[config.mk]
export PLATFORM = sky130hd
export DESIGN_NAME = nand_hamming_ecc
export DESIGN_NICKNAME = d
export VERILOG_FILES = /design/src/rtl/hecc_pkg.sv /design/src/rtl/hecc_accum.sv /design/src/rtl/hecc_classify.sv /design/src/rtl/nand_hamming_ecc.sv
export SDC_FILE = /design/constraint.sdc
export NUM_CORES = 1
export LEC_CHECK = 0
export BUFFER_PORTS_ARGS = -buffer_cell sky130_fd_sc_hd__buf_2
export CAP_MARGIN = 20
export CORE_AREA = 2 2 86 88
export CTS_CLUSTER_DIAMETER = 80
export DETAILED_ROUTE_END_ITERATION = 12
export DIE_AREA = 0 0 88 90
export PLACE_DENSITY = 0.75
export SLEW_MARGIN = 25
export SYNTH_ARGS = -nofsm -noshare
export SYNTH_HDL_FRONTEND = slang
export SYNTH_SLANG_ARGS = --single-unit
[constraint.sdc]
create_clock -name clk -period 2.1 [get_ports clk]
set_clock_uncertainty 0.2 [all_clocks]
set_input_delay 0.315 -clock clk [delete_from_list [all_inputs] [get_ports clk]]
set_output_delay 0.315 -clock clk [all_outputs]
set_load 0.01 [all_outputs]
[src/rtl/hecc_pkg.sv]
package hecc_pkg;

  typedef enum logic [1:0] {
    HECC_CLEAN      = 2'd0,
    HECC_DATA_FIX   = 2'd1,
    HECC_CODE_FAULT = 2'd2,
    HECC_UNCORR     = 2'd3
  } hecc_res_e;

  // Selects the byte lanes whose lane-number bit k is zero.
  function automatic logic [7:0] hecc_lane_mask(input int k);
    logic [7:0] m;
    for (int j = 0; j < 8; j++) begin
      m[j] = (((j >> k) & 1) == 0);
    end
    return m;
  endfunction

endpackage

[src/rtl/hecc_accum.sv]
module hecc_accum #(
  parameter int CHUNK_BYTES = 512,
  parameter int IDX_W       = $clog2(CHUNK_BYTES),
  parameter int ADR_W       = IDX_W + 3,
  parameter int CNT_W       = IDX_W + 1
) (
  input  logic               clk,
  input  logic               rst_n,
  input  logic               restart,
  input  logic               in_valid,
  input  logic [7:0]         in_byte,
  output logic [2*ADR_W-1:0] par_q,
  output logic [CNT_W-1:0]   cnt_q
);
  import hecc_pkg::*;

  localparam logic [CNT_W-1:0] LIMIT = CNT_W'(CHUNK_BYTES);

  logic               accept;
  logic               row_par;
  logic [2:0]         lane_lo;
  logic [2:0]         lane_hi;
  logic [ADR_W-1:0]   add_lo;
  logic [ADR_W-1:0]   add_hi;
  logic [2*ADR_W-1:0] par_d;
  logic [CNT_W-1:0]   cnt_d;
  logic               par_en;

  assign accept  = in_valid && (cnt_q < LIMIT);
  assign row_par = ^in_byte;

  for (genvar k = 0; k < 3; k++) begin : g_lane
    localparam logic [7:0] SEL = hecc_lane_mask(k);
    assign lane_lo[k] = ^(in_byte & SEL);
    assign lane_hi[k] = ^(in_byte & ~SEL);
  end

  always_comb begin
    add_lo[2:0] = lane_lo;
    add_hi[2:0] = lane_hi;
    for (int m = 0; m < IDX_W; m++) begin
      add_lo[3+m] = row_par & ~cnt_q[m];
      add_hi[3+m] = row_par &  cnt_q[m];
    end
  end

  always_comb begin
    par_en = restart || accept;
    par_d  = par_q;
    cnt_d  = cnt_q;
    if (restart) begin
      par_d = '0;
      cnt_d = '0;
    end else if (accept) begin
      par_d = par_q ^ {add_hi, add_lo};
      cnt_d = cnt_q + 1'b1;
    end
  end

  always_ff @(posedge clk or negedge rst_n) begin
    if (!rst_n) begin
      par_q <= '0;
      cnt_q <= '0;
    end else if (par_en) begin
      par_q <= par_d;
      cnt_q <= cnt_d;
    end
  end

endmodule

[src/rtl/hecc_classify.sv]
module hecc_classify #(
  parameter int CHUNK_BYTES = 512,
  parameter int IDX_W       = $clog2(CHUNK_BYTES),
  parameter int ADR_W       = IDX_W + 3,
  parameter int CODE_W      = 2 * ADR_W
) (
  input  logic              clk,
  input  logic              rst_n,
  input  logic              cmp_strobe,
  input  logic [CODE_W-1:0] calc_code,
  input  logic [CODE_W-1:0] stored_code,
  output logic              done_q,
  output logic [1:0]        res_q,
  output logic [IDX_W-1:0]  idx_q,
  output logic [2:0]        bit_q,
  output logic [7:0]        mask_q
);
  import hecc_pkg::*;

  localparam logic [IDX_W:0] LIMIT = (IDX_W+1)'(CHUNK_BYTES);

  logic [CODE_W-1:0] diff;
  logic [ADR_W-1:0]  half_lo;
  logic [ADR_W-1:0]  half_hi;
  logic [IDX_W-1:0]  idx_d;
  logic [2:0]        bit_d;
  logic              fold_ok;
  logic              single;
  hecc_res_e         res_d;
  logic [IDX_W-1:0]  idx_n;
  logic [2:0]        bit_n;
  logic [7:0]        mask_n;

  assign diff    = calc_code ^ stored_code;
  assign half_lo = diff[ADR_W-1:0];
  assign half_hi = diff[CODE_W-1:ADR_W];
  assign idx_d   = half_hi[ADR_W-1:3];
  assign bit_d   = half_hi[2:0];
  assign fold_ok = ((half_hi ^ half_lo) == '1) && ({1'b0, idx_d} < LIMIT);
  assign single  = ((diff & (diff - 1'b1)) == '0);

  always_comb begin
    res_d  = HECC_UNCORR;
    idx_n  = '0;
    bit_n  = '0;
    mask_n = '0;
    if (diff == '0) begin
      res_d = HECC_CLEAN;
    end else if (fold_ok) begin
      res_d  = HECC_DATA_FIX;
      idx_n  = idx_d;
      bit_n  = bit_d;
      mask_n = 8'(1) << bit_d;
    end else if (single) begin
      res_d = HECC_CODE_FAULT;
    end
  end

  always_ff @(posedge clk or negedge rst_n) begin
    if (!rst_n) begin
      done_q <= 1'b0;
    end else begin
      done_q <= cmp_strobe;
    end
  end

  always_ff @(posedge clk or negedge rst_n) begin
    if (!rst_n) begin
      res_q  <= HECC_CLEAN;
      idx_q  <= '0;
      bit_q  <= '0;
      mask_q <= '0;
    end else if (cmp_strobe) begin
      res_q  <= res_d;
      idx_q  <= idx_n;
      bit_q  <= bit_n;
      mask_q <= mask_n;
    end
  end

endmodule

[src/rtl/nand_hamming_ecc.sv]
module nand_hamming_ecc #(
  parameter int CHUNK_BYTES = 512
) (
  input  logic       clk,
  input  logic       rst_n,
  input  logic       restart,
  input  logic       in_valid,
  input  logic [7:0] in_byte,
  output logic [7:0] code_b0,
  output logic [7:0] code_b1,
  output logic [7:0] code_b2,
  input  logic       cmp_strobe,
  input  logic [7:0] stored_b0,
  input  logic [7:0] stored_b1,
  input  logic [7:0] stored_b2,
  output logic       cmp_done,
  output logic [1:0] cmp_result,
  output logic [8:0] fix_index,
  output logic [2:0] fix_bit,
  output logic [7:0] fix_mask
);

  localparam int IDX_W  = $clog2(CHUNK_BYTES);
  localparam int ADR_W  = IDX_W + 3;
  localparam int CODE_W = 2 * ADR_W;
  localparam int CNT_W  = IDX_W + 1;

  logic [CODE_W-1:0] par_q;
  logic [CNT_W-1:0]  byte_cnt;
  logic [CODE_W-1:0] calc_code;
  logic [CODE_W-1:0] stored_code;

  hecc_accum #(
    .CHUNK_BYTES(CHUNK_BYTES),
    .IDX_W      (IDX_W),
    .ADR_W      (ADR_W),
    .CNT_W      (CNT_W)
  ) u_accum (
    .clk     (clk),
    .rst_n   (rst_n),
    .restart (restart),
    .in_valid(in_valid),
    .in_byte (in_byte),
    .par_q   (par_q),
    .cnt_q   (byte_cnt)
  );

  assign calc_code   = ~par_q;
  assign code_b0     = calc_code[7:0];
  assign code_b1     = calc_code[15:8];
  assign code_b2     = calc_code[23:16];
  assign stored_code = {stored_b2, stored_b1, stored_b0};

  hecc_classify #(
    .CHUNK_BYTES(CHUNK_BYTES),
    .IDX_W      (IDX_W),
    .ADR_W      (ADR_W),
    .CODE_W     (CODE_W)
  ) u_classify (
    .clk        (clk),
    .rst_n      (rst_n),
    .cmp_strobe (cmp_strobe),
    .calc_code  (calc_code),
    .stored_code(stored_code),
    .done_q     (cmp_done),
    .res_q      (cmp_result),
    .idx_q      (fix_index),
    .bit_q      (fix_bit),
    .mask_q     (fix_mask)
  );

endmodule

Yosys cells after proc, flatten, opt, wreduce, memory -nomap -nowiden

Index checks and enable logic that the tools add are counted.

$add $sub $neg: 2
$lt $le $gt $ge: 1
Eq/ne operators: 1
Shift-type cells: 1
Mux-type cells: 13
Bitwise operators: 32
Reductions and logical operators: 13

Operators by type and width:

| kind                                                                 | count |
|---|---|
| 8-bit parity                                                         | 7 |
| 24-bit logical NOT                                                   | 2 |
| 24-bit 2-to-1 mux                                                    | 2 |
| 24-bit XOR                                                           | 2 |
| 24-bit AND                                                           | 1 |
| 24-bit NOT                                                           | 1 |
| 24-bit by 1-bit subtractor with 24-bit output, second input constant | 1 |
| 10-bit 2-to-1 mux                                                    | 2 |
| 1-bit AND                                                            | 18 |
| 9-bit 2-to-1 mux                                                     | 2 |
| 8-bit 2-to-1 mux                                                     | 2 |
| 12-bit equality test, second input constant                          | 1 |
| 12-bit XOR                                                           | 1 |
| 10-bit by 1-bit adder with 10-bit output, second input constant      | 1 |
| 10-bit < comparator, second input constant                           | 1 |
| 1-bit NOT                                                            | 9 |
| 1-bit by 3-bit << shifter with 8-bit output, first input constant    | 1 |
| 3-bit 2-to-1 mux                                                     | 2 |
| 2-bit 2-to-1 mux                                                     | 2 |
| 2-bit AND reduction                                                  | 1 |
| 2-bit nonzero test                                                   | 1 |
| 1-bit logical AND                                                    | 1 |
| 1-bit logical OR                                                     | 1 |
| 1-bit 2-to-1 mux                                                     | 1 |

Register bits: 57
Bits of input ports: 37
Output and inout bits: 47
Logic and storage cells: 70

Longest topological paths before layout

Depth in word-level cells: 8
Mapped depth: 8

Cells and area by module

A second synthesis with hierarchy kept.

Cell total of the unflattened synthesis: 389
Area total of the unflattened synthesis: 3,465.8 µm²

By module, submodules not included:

| module           | times used | cells an instance | area each (µm²) | seq. area each (µm²) |
|---|---|---|---|---|
| hecc_accum       | 1          | 178               | 1,690.4         | 850.8 |
| hecc_classify    | 1          | 187               | 1,685.4         | 575.6 |
| nand_hamming_ecc | 1          | 24                | 90.1            | 0.0 |

Worst setup path before layout

Ideal clock, no wire load.

Path type: flip-flop to flip-flop
Start point: reg u_accum.par_q[2]
End point: reg u_classify.res_q[0]
Setup time: 0.129 ns
Data arrival time: 1.937 ns
Setup slack: -0.167 ns
Stages on the path, launching flop included: 8
Path buffers: 0
Path through: dfrtp_1 > xnor2_1 > nor4_4 > nand3_2 > or3_1 > o31a_1 > nor4_2 > a21oi_1

Word-level cells in the longest chain between the ends: 8

RTL lines:

| item                                          | RTL line               | text |
|---|---|---|
| from (decl)                                   | hecc_accum.sv:12       | `output logic [2*ADR_W-1:0] par_q,` |
| from (signal assigned)                        | hecc_accum.sv:65       | `par_q <= par_d;` |
| 24-bit NOT (*)                                | nand_hamming_ecc.sv:48 | `assign calc_code = ~par_q;` |
| 24-bit XOR (*)                                | hecc_classify.sv:34    | `assign diff = calc_code ^ stored_code;` |
| 24-bit by 1-bit subtractor with 24-bit output | hecc_classify.sv:40    | `assign single = ((diff & (diff - 1'b1)) == '0);` |
| 24-bit AND                                    | hecc_classify.sv:40    |  |
| 24-bit logical NOT                            | hecc_classify.sv:40    |  |
| 1-bit 2-to-1 mux                              | hecc_classify.sv:54    | `end else if (single) begin` |
| 2-bit 2-to-1 mux                              | hecc_classify.sv:49    | `end else if (fold_ok) begin` |
| 2-bit 2-to-1 mux (*)                          | hecc_classify.sv:47    | `if (diff == '0) begin` |
| to (signal assigned)                          | hecc_classify.sv:74    | `res_q <= res_d;` |
| to (decl)                                     | hecc_classify.sv:13    | `output logic [1:0] res_q,` |

Every way passes the cells marked *; elsewhere a longest branch is shown, timed or not.
A chain may end at the register's enable or synchronous reset.

Worst setup path in the final report

Start point: reg u_accum.par_q[0]
End point: reg u_classify.res_q[0]

The elaborated chain is that of the path after synthesis.

==> results.md <==
- Fin. max-slew vios: 0
- Final Hold Fails: 0
- # diodes: 0
- Clk buf depth: 2
- First-pass GRT wire length: 14100 microns
- Post-route setup slack: -0.235 ns
- Clock H-tree levels: 3
- Cell variety after synth: 44
- RD Place Congestion: 0.865
- Final setup fails: 1
- Final wirelength: 8670 microns
- Failing checks: setup timing
- Detail Route Antenna Nets: 0
- # clock sinks: 57
- Pleak: 2.08 nW
- Critical Path Sink Type: flip-flop
- Area growth syn-to-layout: 40.3%
- Reg clk slew, reported paths: 0.06 ns
- Period Utilization, post-route: 111%
- Pwr Total: 3.56 mW
- Synthesis Warnings: 0
- Detailed Route Iter0 Violations: 118
- Dpl ws: -0.269 ns
- Port bufs: 83
- Yosys reg bits: 57
- CTS tree: done
- Commonest non-fill, non-tap cells in the layout: 83 x buf_2, 56 x xnor2_1, 56 x dfrtp_1
- Seq/Total Area, Yosys: 43.2%
- FMAX: 0.428 GHz
- Layout cells sized above 1: 35.8%
- Die Height: 90 microns
- Initial antenna violation count: 0
- Placed cell count: 599
- Pin count of the biggest net entering global routing: 58
- DR pass1 iterations: 4
- Die area: 7920 sq um
- Relative slew slack: 75.4%
- Worst setup path class: reg2reg
- Initial Utilization: 47.0%
- Status: finished, violations left
- Routed vias/inst: 4.94
- Nets: 551
- WL/cell: 14.1 microns
- Clock latency on the worst-skew pair: 0.34 ns
- CP required: 2.12 ns
- Worst-Margin Slew: 0.366 ns
- Post-Synthesis Cells: 375
- Net Count, Synth: 413
- DP HPWL: 6550 microns
- I/O pins: 84
- GRT Total Usage: 22.7%
- DR DRC count: 0
- Max Cap Violations: 0
- Core Region: 7020 sq um
- CTS root buf: clkbuf_8
- DIE WIDTH: 88 microns
- Hold Path Class: in2reg
- RSZ-0062 raised after global routing: yes
- Synth Cell Area: 3300 sq um
- Row Count: 31
- Max FO, Critical Path: 5
- Pwr/cell area: 768 nW/um^2
- VDD IR max: 0.381 mV
- Fill cell count: 582
- Commonest non-fill, non-tap cell in the layout: buf_2
- Total gr overflow: 0
- Minimum clock period: 2.33 ns
- Vias in the first global route: 3010
- Worst Path Arrival: 2.35 ns
- Mean Syn Cell Area: 8.80 sq um
- Startpoint Class: flip-flop
- Finished Layout Cells: 616
- CTS buffer count: 9
- Vias post-DR: 3040
-- logic make-up (layout without fill, tap and decap cells) --
kind of cell             count (synthesis)  count (layout)  share of synthesized area [%]
buffers and inverters                   60             202                           6.86
XOR/XNOR                                77              77                           20.4
adder cells (fa/ha/maj)                  2               2                          0.682
flip-flops                              57              57                           43.2
multiplexers                             1               1                          0.303
AO/OA/AOI/OAI                           62              62                           11.3
AND/OR/NAND/NOR                        116             116                           17.2
-- sequential cells by signal, summed over array words and instances (netlist names) --
register / count
u_accum.cnt_q: 10
u_classify.bit_q: 3
u_classify.res_q: 2
u_classify.mask_q: 8
u_classify.idx_q: 9
u_accum.par_q: 24
u_classify.done_q: 1
-- routing by layer --
metal  track usage (%)  vias up  wire (microns)
met4              7.05        0             171
met5                 0        -               0
met3              6.52       20             426
met1              27.6     1439            3520
met2              38.3       80            4550
li1                  -     1501               -
-- final timing paths --
path / slack [ns] / endpoint / cells past startpoint / startpoint
min in group asynchronous: 0.30 / u_classify.bit_q[0] / 3 / rst_n
max in group asynchronous: 1.10 / u_accum.par_q[1] / 3 / rst_n
worst min register to register: 0.32 / u_accum.cnt_q[9] / 2 / u_accum.cnt_q[9]
worst min-delay path: 0.07 / u_classify.done_q / 1 / cmp_strobe
worst max register to register: -0.23 / u_classify.res_q[0] / 7 / u_accum.par_q[0]
worst max-delay path: -0.23 / u_classify.res_q[0] / 7 / u_accum.par_q[0]
-- cell usage after synthesis, drive strengths merged --
master   number  area [sq um]
a211oi        2          15.0
a21bo         1          10.0
a21o          1          7.51
a21oi        13          65.1
a221oi        1          8.76
a22oi         1          7.51
a31oi         2          12.5
a32oi         1          8.76
a41oi         1          8.76
and3          2          12.5
buf           2          8.75
clkbuf       10          37.5
dfrtp        57          1430
ha            1          12.5
inv          48           180
maj3          1          10.0
mux2i         1          10.0
nand2        27           104
nand2b        1          6.26
nand3        13          70.1
nand3b        2          15.0
nand4         1          6.26
nor2         44           165
nor2b         2          12.5
nor3          6          35.0
nor4          7          71.3
o2111ai       1          8.76
o211ai        1          7.51
o21ai        17          85.1
o21bai        1          7.51
o22ai        18           113
o31a          1          8.76
or2           1          6.26
or3          10          62.6
xnor2        69           604
xor2          8          70.1
-- power by group --
group          switching, mW  total, mW  internal [mW]
clock network          0.418       1.09          0.669
logic                  0.621       1.22          0.603
registers             0.0755       1.25           1.17
-- area by class of cell --
cell class / count / area, sq um / area share [%]
well taps: 99 / 124 / 2.68
clock inverters: 2 / 35.0 / 0.757
flip-flops and latches: 57 / 1430 / 30.8
repair buffers: 139 / 855 / 18.5
multi-input cells: 258 / 1830 / 39.5
clock buffers: 13 / 179 / 3.86
inverters: 48 / 183 / 3.95
-- worst max-delay path, cell delays in order (launching register included) --
cell and delay [ns]:
dfrtp_1 0.41, xnor2_2 0.18, nor4_4 0.39, nand3_2 0.20, or3_1 0.37, o31a_1 0.26, nor4_2 0.12, a21oi_1 0.09
-- metrics by stage --
stage                     cell area [sq um]  util [%]  setup TNS [ns]  hold WS, ns
after floorplan                        3310         -         -0.0899       -0.181
after global placement                 4220      60.1          -0.852        0.139
after detailed placement               4220      60.1           -2.62        0.139
after CTS                              4480      63.9          -0.208       0.0577
after global routing                   4630      65.9          -0.861       0.0741
final                                  4630      65.9          -0.235       0.0730
-- timing repair --
item,in CTS,in global routing
hold endpoints to repair,57,0
pin swaps,1,8
setup buffers,0,2
hold buffers,1,0
endpoints found under the setup margin,22,20
resized for setup,6,22
(Power assumes the default switching activity.)
